### src/rtl/bwin_pkg.sv
package bwin_pkg;
  localparam int NUM_REGS = 9;
  localparam int REG_W    = 32;

  typedef enum logic [3:0] {
    RA_TOTALS = 4'd0,
    RA_HBRD   = 4'd1,
    RA_VBRD   = 4'd2,
    RA_WINH   = 4'd3,
    RA_WINV   = 4'd4,
    RA_COLOR  = 4'd5,
    RA_WINCFG = 4'd6,
    RA_MODE   = 4'd7,
    RA_SYNC   = 4'd8
  } reg_addr_e;

  localparam int WINCFG_PIXDBL = 0;
  localparam int WINCFG_BLANK  = 3;
  localparam int MODE_DISP     = 0;
  localparam int MODE_LINEDBL  = 1;
  localparam int MODE_FULLRATE = 23;
  localparam int SYNC_ILACE    = 4;
  localparam int SYNC_VIDEN    = 8;

  typedef struct packed {
    logic [15:0] htot;
    logic [15:0] vtot;
    logic [15:0] hbs;
    logic [15:0] hbe;
    logic [15:0] vbs;
    logic [15:0] vbe;
    logic [15:0] winh;
    logic [15:0] winv0;
    logic [15:0] winv1;
    logic [23:0] color;
    logic        pixdbl;
    logic        blank;
    logic        disp_en;
    logic        line_dbl;
    logic        full_rate;
    logic        vid_en;
    logic        ilace;
  } cfg_t;

  function automatic cfg_t decode_cfg(input logic [NUM_REGS-1:0][REG_W-1:0] r);
    cfg_t c;
    c.htot      = r[RA_TOTALS][15:0];
    c.vtot      = r[RA_TOTALS][31:16];
    c.hbs       = r[RA_HBRD][31:16];
    c.hbe       = r[RA_HBRD][15:0];
    c.vbs       = r[RA_VBRD][31:16];
    c.vbe       = r[RA_VBRD][15:0];
    c.winh      = r[RA_WINH][15:0];
    c.winv0     = r[RA_WINV][15:0];
    c.winv1     = r[RA_WINV][31:16];
    c.color     = r[RA_COLOR][23:0];
    c.pixdbl    = r[RA_WINCFG][WINCFG_PIXDBL];
    c.blank     = r[RA_WINCFG][WINCFG_BLANK];
    c.disp_en   = r[RA_MODE][MODE_DISP];
    c.line_dbl  = r[RA_MODE][MODE_LINEDBL];
    c.full_rate = r[RA_MODE][MODE_FULLRATE];
    c.vid_en    = r[RA_SYNC][SYNC_VIDEN];
    c.ilace     = r[RA_SYNC][SYNC_ILACE];
    return c;
  endfunction
endpackage

### src/rtl/bwin_regs.sv
module bwin_regs #(
  parameter int NREG   = 9,
  parameter int ADDR_W = 4,
  parameter int DW     = 32
) (
  input  logic                      clk,
  input  logic                      rst_n,
  input  logic                      wr_en,
  input  logic [ADDR_W-1:0]         wr_addr,
  input  logic [DW-1:0]             wr_data,
  input  logic                      load,
  output logic [NREG-1:0][DW-1:0]   shadow_q,
  output logic [NREG-1:0][DW-1:0]   active_q
);
  always_ff @(posedge clk or negedge rst_n) begin
    if (!rst_n) begin
      shadow_q <= '0;
      active_q <= '0;
    end else begin
      for (int i = 0; i < NREG; i++) begin
        if (wr_en && (wr_addr == ADDR_W'(i))) shadow_q[i] <= wr_data;
        if (load) active_q[i] <= shadow_q[i];
      end
    end
  end
endmodule

### src/rtl/bwin_counters.sv
module bwin_counters #(
  parameter int CNT_W = 16
) (
  input  logic             clk,
  input  logic             rst_n,
  input  logic [CNT_W-1:0] htot,
  input  logic [CNT_W-1:0] vtot,
  input  logic             full_rate,
  input  logic             ilace,
  output logic [CNT_W-1:0] hcnt,
  output logic [CNT_W-1:0] vcnt,
  output logic             field,
  output logic             step
);
  logic             phase;
  logic [CNT_W-1:0] vlast;
  logic             h_end;
  logic             v_end;

  assign step  = full_rate | phase;
  assign vlast = (ilace && field && (vtot != '0)) ? vtot - 1'b1 : vtot;
  assign h_end = (hcnt >= htot);
  assign v_end = (vcnt >= vlast);

  always_ff @(posedge clk or negedge rst_n) begin
    if (!rst_n) begin
      phase <= 1'b0;
      hcnt  <= '0;
      vcnt  <= '0;
      field <= 1'b0;
    end else begin
      phase <= ~phase;
      if (step) begin
        if (h_end) begin
          hcnt <= '0;
          if (v_end) begin
            vcnt  <= '0;
            field <= ilace ? ~field : 1'b0;
          end else begin
            vcnt <= vcnt + 1'b1;
          end
        end else begin
          hcnt <= hcnt + 1'b1;
        end
      end
    end
  end
endmodule

### src/rtl/bwin_regions.sv
module bwin_regions #(
  parameter int CNT_W       = 16,
  parameter int HSYNC_CLKS  = 8,
  parameter int VSYNC_LINES = 2
) (
  input  logic [CNT_W-1:0] hcnt,
  input  logic [CNT_W-1:0] vcnt,
  input  logic             field,
  input  logic [CNT_W-1:0] hbs,
  input  logic [CNT_W-1:0] hbe,
  input  logic [CNT_W-1:0] vbs,
  input  logic [CNT_W-1:0] vbe,
  input  logic [CNT_W-1:0] winh,
  input  logic [CNT_W-1:0] winv0,
  input  logic [CNT_W-1:0] winv1,
  input  logic             disp_en,
  input  logic             blank,
  input  logic             pixdbl,
  input  logic             line_dbl,
  input  logic             vid_en,
  output logic             border_act,
  output logic             win_act,
  output logic [CNT_W-1:0] win_x,
  output logic [CNT_W-1:0] win_y,
  output logic             hsync,
  output logic             vsync
);
  logic             in_h, in_v;
  logic [CNT_W-1:0] winv;
  logic [CNT_W-1:0] dx, dy;

  assign in_h       = (hcnt >= hbs) && (hcnt < hbe);
  assign in_v       = (vcnt >= vbs) && (vcnt < vbe);
  assign border_act = disp_en && in_h && in_v;
  assign winv       = field ? winv1 : winv0;
  assign win_act    = border_act && !blank && (hcnt >= winh) && (vcnt >= winv);
  assign dx         = hcnt - winh;
  assign dy         = vcnt - winv;

  always_comb begin
    win_x = '0;
    win_y = '0;
    if (win_act) begin
      win_x = pixdbl   ? (dx >> 1) : dx;
      win_y = line_dbl ? (dy >> 1) : dy;
    end
  end

  assign hsync = vid_en && (hcnt < CNT_W'(HSYNC_CLKS));
  assign vsync = vid_en && (vcnt < CNT_W'(VSYNC_LINES));
endmodule

### src/rtl/bwin_timing.sv
module bwin_timing
  import bwin_pkg::*;
#(
  parameter int CNT_W       = 16,
  parameter int ADDR_W      = 4,
  parameter int HSYNC_CLKS  = 8,
  parameter int VSYNC_LINES = 2
) (
  input  logic              clk,
  input  logic              rst_n,
  input  logic              cfg_we,
  input  logic [ADDR_W-1:0] cfg_addr,
  input  logic [31:0]       cfg_wdata,
  output logic [CNT_W-1:0]  hcount,
  output logic [CNT_W-1:0]  vcount,
  output logic              pix_step,
  output logic              field_odd,
  output logic              border_active,
  output logic              window_active,
  output logic [CNT_W-1:0]  win_x,
  output logic [CNT_W-1:0]  win_y,
  output logic [23:0]       border_rgb,
  output logic              hsync,
  output logic              vsync
);
  logic [NUM_REGS-1:0][REG_W-1:0] shadow_img;
  logic [NUM_REGS-1:0][REG_W-1:0] active_img;
  cfg_t                           cfg;
  logic                           load;
  logic [CNT_W-1:0]               htot_a;
  logic [CNT_W-1:0]               vbe_a;
  logic                           blank_a;
  logic                           vid_en_a;
  logic                           full_rate_a;

  assign cfg         = decode_cfg(active_img);
  assign htot_a      = cfg.htot[CNT_W-1:0];
  assign vbe_a       = cfg.vbe[CNT_W-1:0];
  assign blank_a     = cfg.blank;
  assign vid_en_a    = cfg.vid_en;
  assign full_rate_a = cfg.full_rate;
  assign load        = (hcount == '0) && (vcount == vbe_a);
  assign border_rgb  = cfg.color;

  bwin_regs #(.NREG(NUM_REGS), .ADDR_W(ADDR_W), .DW(REG_W)) u_regs (
    .clk      (clk),
    .rst_n    (rst_n),
    .wr_en    (cfg_we),
    .wr_addr  (cfg_addr),
    .wr_data  (cfg_wdata),
    .load     (load),
    .shadow_q (shadow_img),
    .active_q (active_img)
  );

  bwin_counters #(.CNT_W(CNT_W)) u_cnt (
    .clk       (clk),
    .rst_n     (rst_n),
    .htot      (htot_a),
    .vtot      (cfg.vtot[CNT_W-1:0]),
    .full_rate (full_rate_a),
    .ilace     (cfg.ilace),
    .hcnt      (hcount),
    .vcnt      (vcount),
    .field     (field_odd),
    .step      (pix_step)
  );

  bwin_regions #(.CNT_W(CNT_W), .HSYNC_CLKS(HSYNC_CLKS), .VSYNC_LINES(VSYNC_LINES)) u_reg_dec (
    .hcnt       (hcount),
    .vcnt       (vcount),
    .field      (field_odd),
    .hbs        (cfg.hbs[CNT_W-1:0]),
    .hbe        (cfg.hbe[CNT_W-1:0]),
    .vbs        (cfg.vbs[CNT_W-1:0]),
    .vbe        (vbe_a),
    .winh       (cfg.winh[CNT_W-1:0]),
    .winv0      (cfg.winv0[CNT_W-1:0]),
    .winv1      (cfg.winv1[CNT_W-1:0]),
    .disp_en    (cfg.disp_en),
    .blank      (blank_a),
    .pixdbl     (cfg.pixdbl),
    .line_dbl   (cfg.line_dbl),
    .vid_en     (vid_en_a),
    .border_act (border_active),
    .win_act    (window_active),
    .win_x      (win_x),
    .win_y      (win_y),
    .hsync      (hsync),
    .vsync      (vsync)
  );
endmodule

### config.mk
export PLATFORM = sky130hd
export DESIGN_NAME = bwin_timing
export DESIGN_NICKNAME = d
export VERILOG_FILES = /design/src/rtl/bwin_pkg.sv /design/src/rtl/bwin_regs.sv /design/src/rtl/bwin_counters.sv /design/src/rtl/bwin_regions.sv /design/src/rtl/bwin_timing.sv
export SDC_FILE = /design/constraint.sdc
export NUM_CORES = 1
export LEC_CHECK = 0
export BUFFER_PORTS_ARGS = -buffer_cell sky130_fd_sc_hd__buf_4
export CELL_PAD_IN_SITES_DETAIL_PLACEMENT = 0
export CELL_PAD_IN_SITES_GLOBAL_PLACEMENT = 1
export CORE_MARGIN = 2
export CORE_UTILIZATION = 30
export CTS_BUF_LIST = sky130_fd_sc_hd__clkbuf_16
export CTS_CLUSTER_SIZE = 25
export DETAILED_ROUTE_END_ITERATION = 7
export PLACE_DENSITY = 0.58
export SLEW_MARGIN = 10
export SYNTH_ARGS = -nofsm -noshare
export SYNTH_HDL_FRONTEND = slang
export SYNTH_SLANG_ARGS = --single-unit
### constraint.sdc
create_clock -name clk -period 9.2 [get_ports clk]
set_input_delay 0.46 -clock clk [delete_from_list [all_inputs] [get_ports clk]]
set_output_delay 0.46 -clock clk [all_outputs]
set_load 0.03 [all_outputs]
==> key figures <==
Yosys
  • Synth Area in Compound Gates: 0.0945
  • Yosys reg bits: 384
  • Synth Area in XOR/XNOR: 0.0226
  • Syn nets: 1931
  • Synthesized area: 19400 sq um
  • Area share of the largest cell type after synthesis: 0.496
  • Syn Inst Count: 1759
  • EDFF count, synth: 0
  • Syn avg cell area: 11.0 sq um
  • Post-Synth Adder-Cell Area: 0.0867
  • Area contributors post-synth: dfrtp_1 (50%), mux2_2 (15%), ha_1 (8.5%)
  • Post-synth ARST share: 1.00
  • Count of cell types in the netlist: 63
  • Synth Warn #: 0
  • Post-Synth Simple-Gate Area: 0.0959
  • Largest family of logic cells by synthesized area: multiplexers
  • Ys flop type: dfrtp_1
  • Post-synthesis sequential area ratio: 0.496
  • Synth area leader: dfrtp_1
  • Mux contribution to synthesized area: 0.160

Setup path
  • Worst-path cell chain: buf_4, mux2_2, ha_1, inv_1, fa_1, a211oi_1, o21ai_0, a21oi_1, a21oi_1, o21ai_1, a221oi_1, or4b_1, a211oi_1, buf_4
  • WS Path Type: reg2out
  • CP top delay family: compound AO/OA/AOI/OAI gates
  • R2R Setup Slk: 4.29 ns
  • CP Capture Type: output pin
  • Buf/Inv on CP: 3
  • Worst-path fanout max: 33
  • Critical Path Max Stage Delay: 0.96 ns
  • Data arrival, critical path: 4.80 ns
  • Slowest CP cell: or4b_1
  • Startpoint types: flip-flop
  • Worst Path Required: 8.74 ns

STA
  • Period utilization: 0.572
  • Final TNS setup: 0 ns
  • Final Setup Violations: 0
  • Fin crit period: 5.26 ns
  • Fin. Hold Viols: 0
  • Max Freq: 0.190 GHz
  • Max-slew violation count: 0
  • Clock Skew: 0.0201 ns
  • Worst-Margin Slew: 1.14 ns
  • Slew headroom: 0.234
  • RSZ-0062 raised after global routing: no

Power
  • Design Power: 6.90 mW
  • Max VDD drop: 0.000137 V
  • Leak Pwr: 10.6 nW
  • Power Density: 305 nW/um^2

Clocking
  • Clock buffer depth: 3
  • Resize count post-CTS: 0
  • Setup Buffers After CTS: 0
  • CTS H-tree depth: 2
  • CTS root buffer: clkbuf_16
  • CTS sink cnt: 384
  • CTS hold repair buffers: 1
  • Worst-path clk slew: 0.06 ns
  • Clock buffer count from CTS: 44
  • Worst skew pair latency: 0.58 ns
  • CTS tree: yes

Global route
  • Met1 Track Usage GR: 0.252
  • Met3 layer usage reported by global route: 0.0212
  • Vias in the first global route: 13.2k
  • First-pass GRT wire length: 87900 microns
  • M2 GR Usage: 0.279
  • Total GRT Usage: 0.175
  • Pin count of the biggest net entering global routing: 115
  • Gr ovfl total: 0
  • GR peak layer: met2
  • Initial antenna violation count: 8

Layout
  • Layout area overhead: 16.7%
  • Layout cells sized above 1: 0.259
  • Final std cells w/o fill: 2763
  • Filler instances: 6365
  • Area of the multi-input gates: 8920 sq um
  • Nets: 2046
  • Final core utilization: 0.353
  • Register area: 9610 sq um

Floorplanning
  • Boundary Pins: 133
  • Row count: 93
  • Die H: 258 microns
  • CORE AREA: 64100 sq um
  • Die ar.: 66600 sq um
  • Die W: 258 microns
  • Starting Density: 0.302

Job
  • MaxCap Viol Count: 0

Routing
  • # DRC: 0
  • Wire per inst: 21.2 microns
  • DR pass1 iterations: 5
  • Vias: 13.5k
  • Post-DR vias/cell: 4.90
  • Routed Antenna Nets: 0
  • Drt total wl: 58500 microns
  • DRT iter0 DRCs: 790

Placed design
  • Placed cell count: 2682
  • Detailed placement HPWL: 39600 microns
  • I/O Buffers: 132
  • GPL Wtd Cong: 0.816

Outcome
  • Status: finished, final reports clean

Hold path
  • Worst Hold Class: in2reg
-- synthesized netlist by cell type (8+ instances only) --
cell / count
dfrtp_1: 384
mux2_2: 255
nand2_1: 159
o21ai_0: 158
ha_1: 131
inv_1: 112
nor2_1: 82
a21oi_1: 69
clkbuf_1: 53
xnor2_1: 35
a21o_1: 32
nand3_1: 30
nor3_1: 28
buf_4: 24
mux2i_1: 22
nand4_1: 21
and3_1: 15
xor2_1: 15
nor4_1: 11
a211oi_1: 10
nand2b_1: 9
or3_1: 9
buf_1: 8
-- worst paths after layout --
kind	start	endpoint	depth (start not counted)
setup / recovery	u_cnt.field	win_x[2]	14
hold / removal	cfg_wdata[31]	u_regs.shadow_q[95]	2
setup reg to reg	u_regs.active_q[18]	u_cnt.vcnt[13]	16
hold reg to reg	u_cnt.phase	u_cnt.phase	1
max in group asynchronous	rst_n	u_regs.shadow_q[163]	4
min in group asynchronous	rst_n	u_regs.active_q[89]	2
-- worst reg2reg max path, cell delays in order, from the launching register on --
cell and delay (ns):
dfrtp_1 0.44, or4_4 0.58, or4_4 0.47, nor4_2 0.33
a31oi_2 0.22, nand2_1 0.22, nor4_1 0.09, xnor2_1 0.15
ha_1 0.30, a21o_1 0.19, a21o_1 0.18, a21oi_1 0.13
o21ai_0 0.10, buf_4 0.19, nor2_1 0.87, nand3_1 0.13
o21ai_0 0.23
-- sequential cells by signal (all words and copies together) (netlist names) --
| signal | cells |
|---|---|
| u_cnt.vcnt | 16 |
| u_cnt.hcnt | 16 |
| u_cnt.field | 1 |
| u_regs.shadow_q | 175 |
| u_regs.active_q | 175 |
| u_cnt.phase | 1 |
-- routing by layer --
| metal | share of wire | up-vias |
|---|---|---|
| met4 | 0.020 | 0 |
| met5 | 0 | - |
| li1 | - | 6370 |
| met1 | 0.48 | 6835 |
| met3 | 0.037 | 69 |
| met2 | 0.46 | 256 |
-- area by class of cell --
cell class	count	area share
diodes	1	0.000111
clock buffers	45	0.0498
clock inverters	34	0.0112
inverters	113	0.0188
multi-input cells	1172	0.395
flip-flops and latches	384	0.425
well taps	855	0.0473
repair buffers	159	0.0532
-- logic make-up after synthesis --
family                     Yosys count
xor gates and xnor gates            50
DFF                                384
adders and majority gates          133
buffers and inverters              203
muxes                              277
AOI/OAI and AO/OA                  315
and+or+nand+nor                    397
-- per-stage QoR --
| step | worst slack [ns] | hold WS [ns] | area (sq um) |
|---|---|---|---|
| after floorplan | 4.56 | 0.164 | 19400 |
| after global placement | 4.46 | 0.406 | 21200 |
| after detailed placement | 4.38 | 0.412 | 21200 |
| after CTS | 3.85 | 0.169 | 22600 |
| after global routing | 3.45 | 0.183 | 22600 |
| final | 3.94 | 0.201 | 22600 |
-- power by group --
group	total [mW]	switching (mW)	internal (mW)
sequential	2.47	0.291	2.18
combinational	2.72	1.58	1.13
clock	1.71	0.714	0.994
total	6.90	2.59	4.31
-- placed cells by master, fill, tap and decap left out, types with 3 or more instances in the layout --
cell and instances:
or3_1 9, or2_2 6, mux2_2 255, clkinv_2 9, nor2b_1 6, a211oi_1 10, bufinv_16 4, nand2b_1 9
a21o_1 32, o211ai_1 4, nand3_1 30, xnor2_1 35, ha_1 131, nand2_1 159, o21ai_0 158, nor4_1 10
a21oi_1 68, mux2i_1 22, xor2_1 15, a22o_1 3, nor2_1 82, nor3b_1 3, o21a_1 4, clkbuf_16 45
a2111oi_0 3, nand4_1 21, clkinv_1 11, a31oi_1 3, dfrtp_1 384, and3_1 15, nor3_1 28, o21bai_1 6
inv_1 121, nand3b_1 3, and2_1 3, buf_4 157
Note: power is estimated with default switching activity, not from simulation.
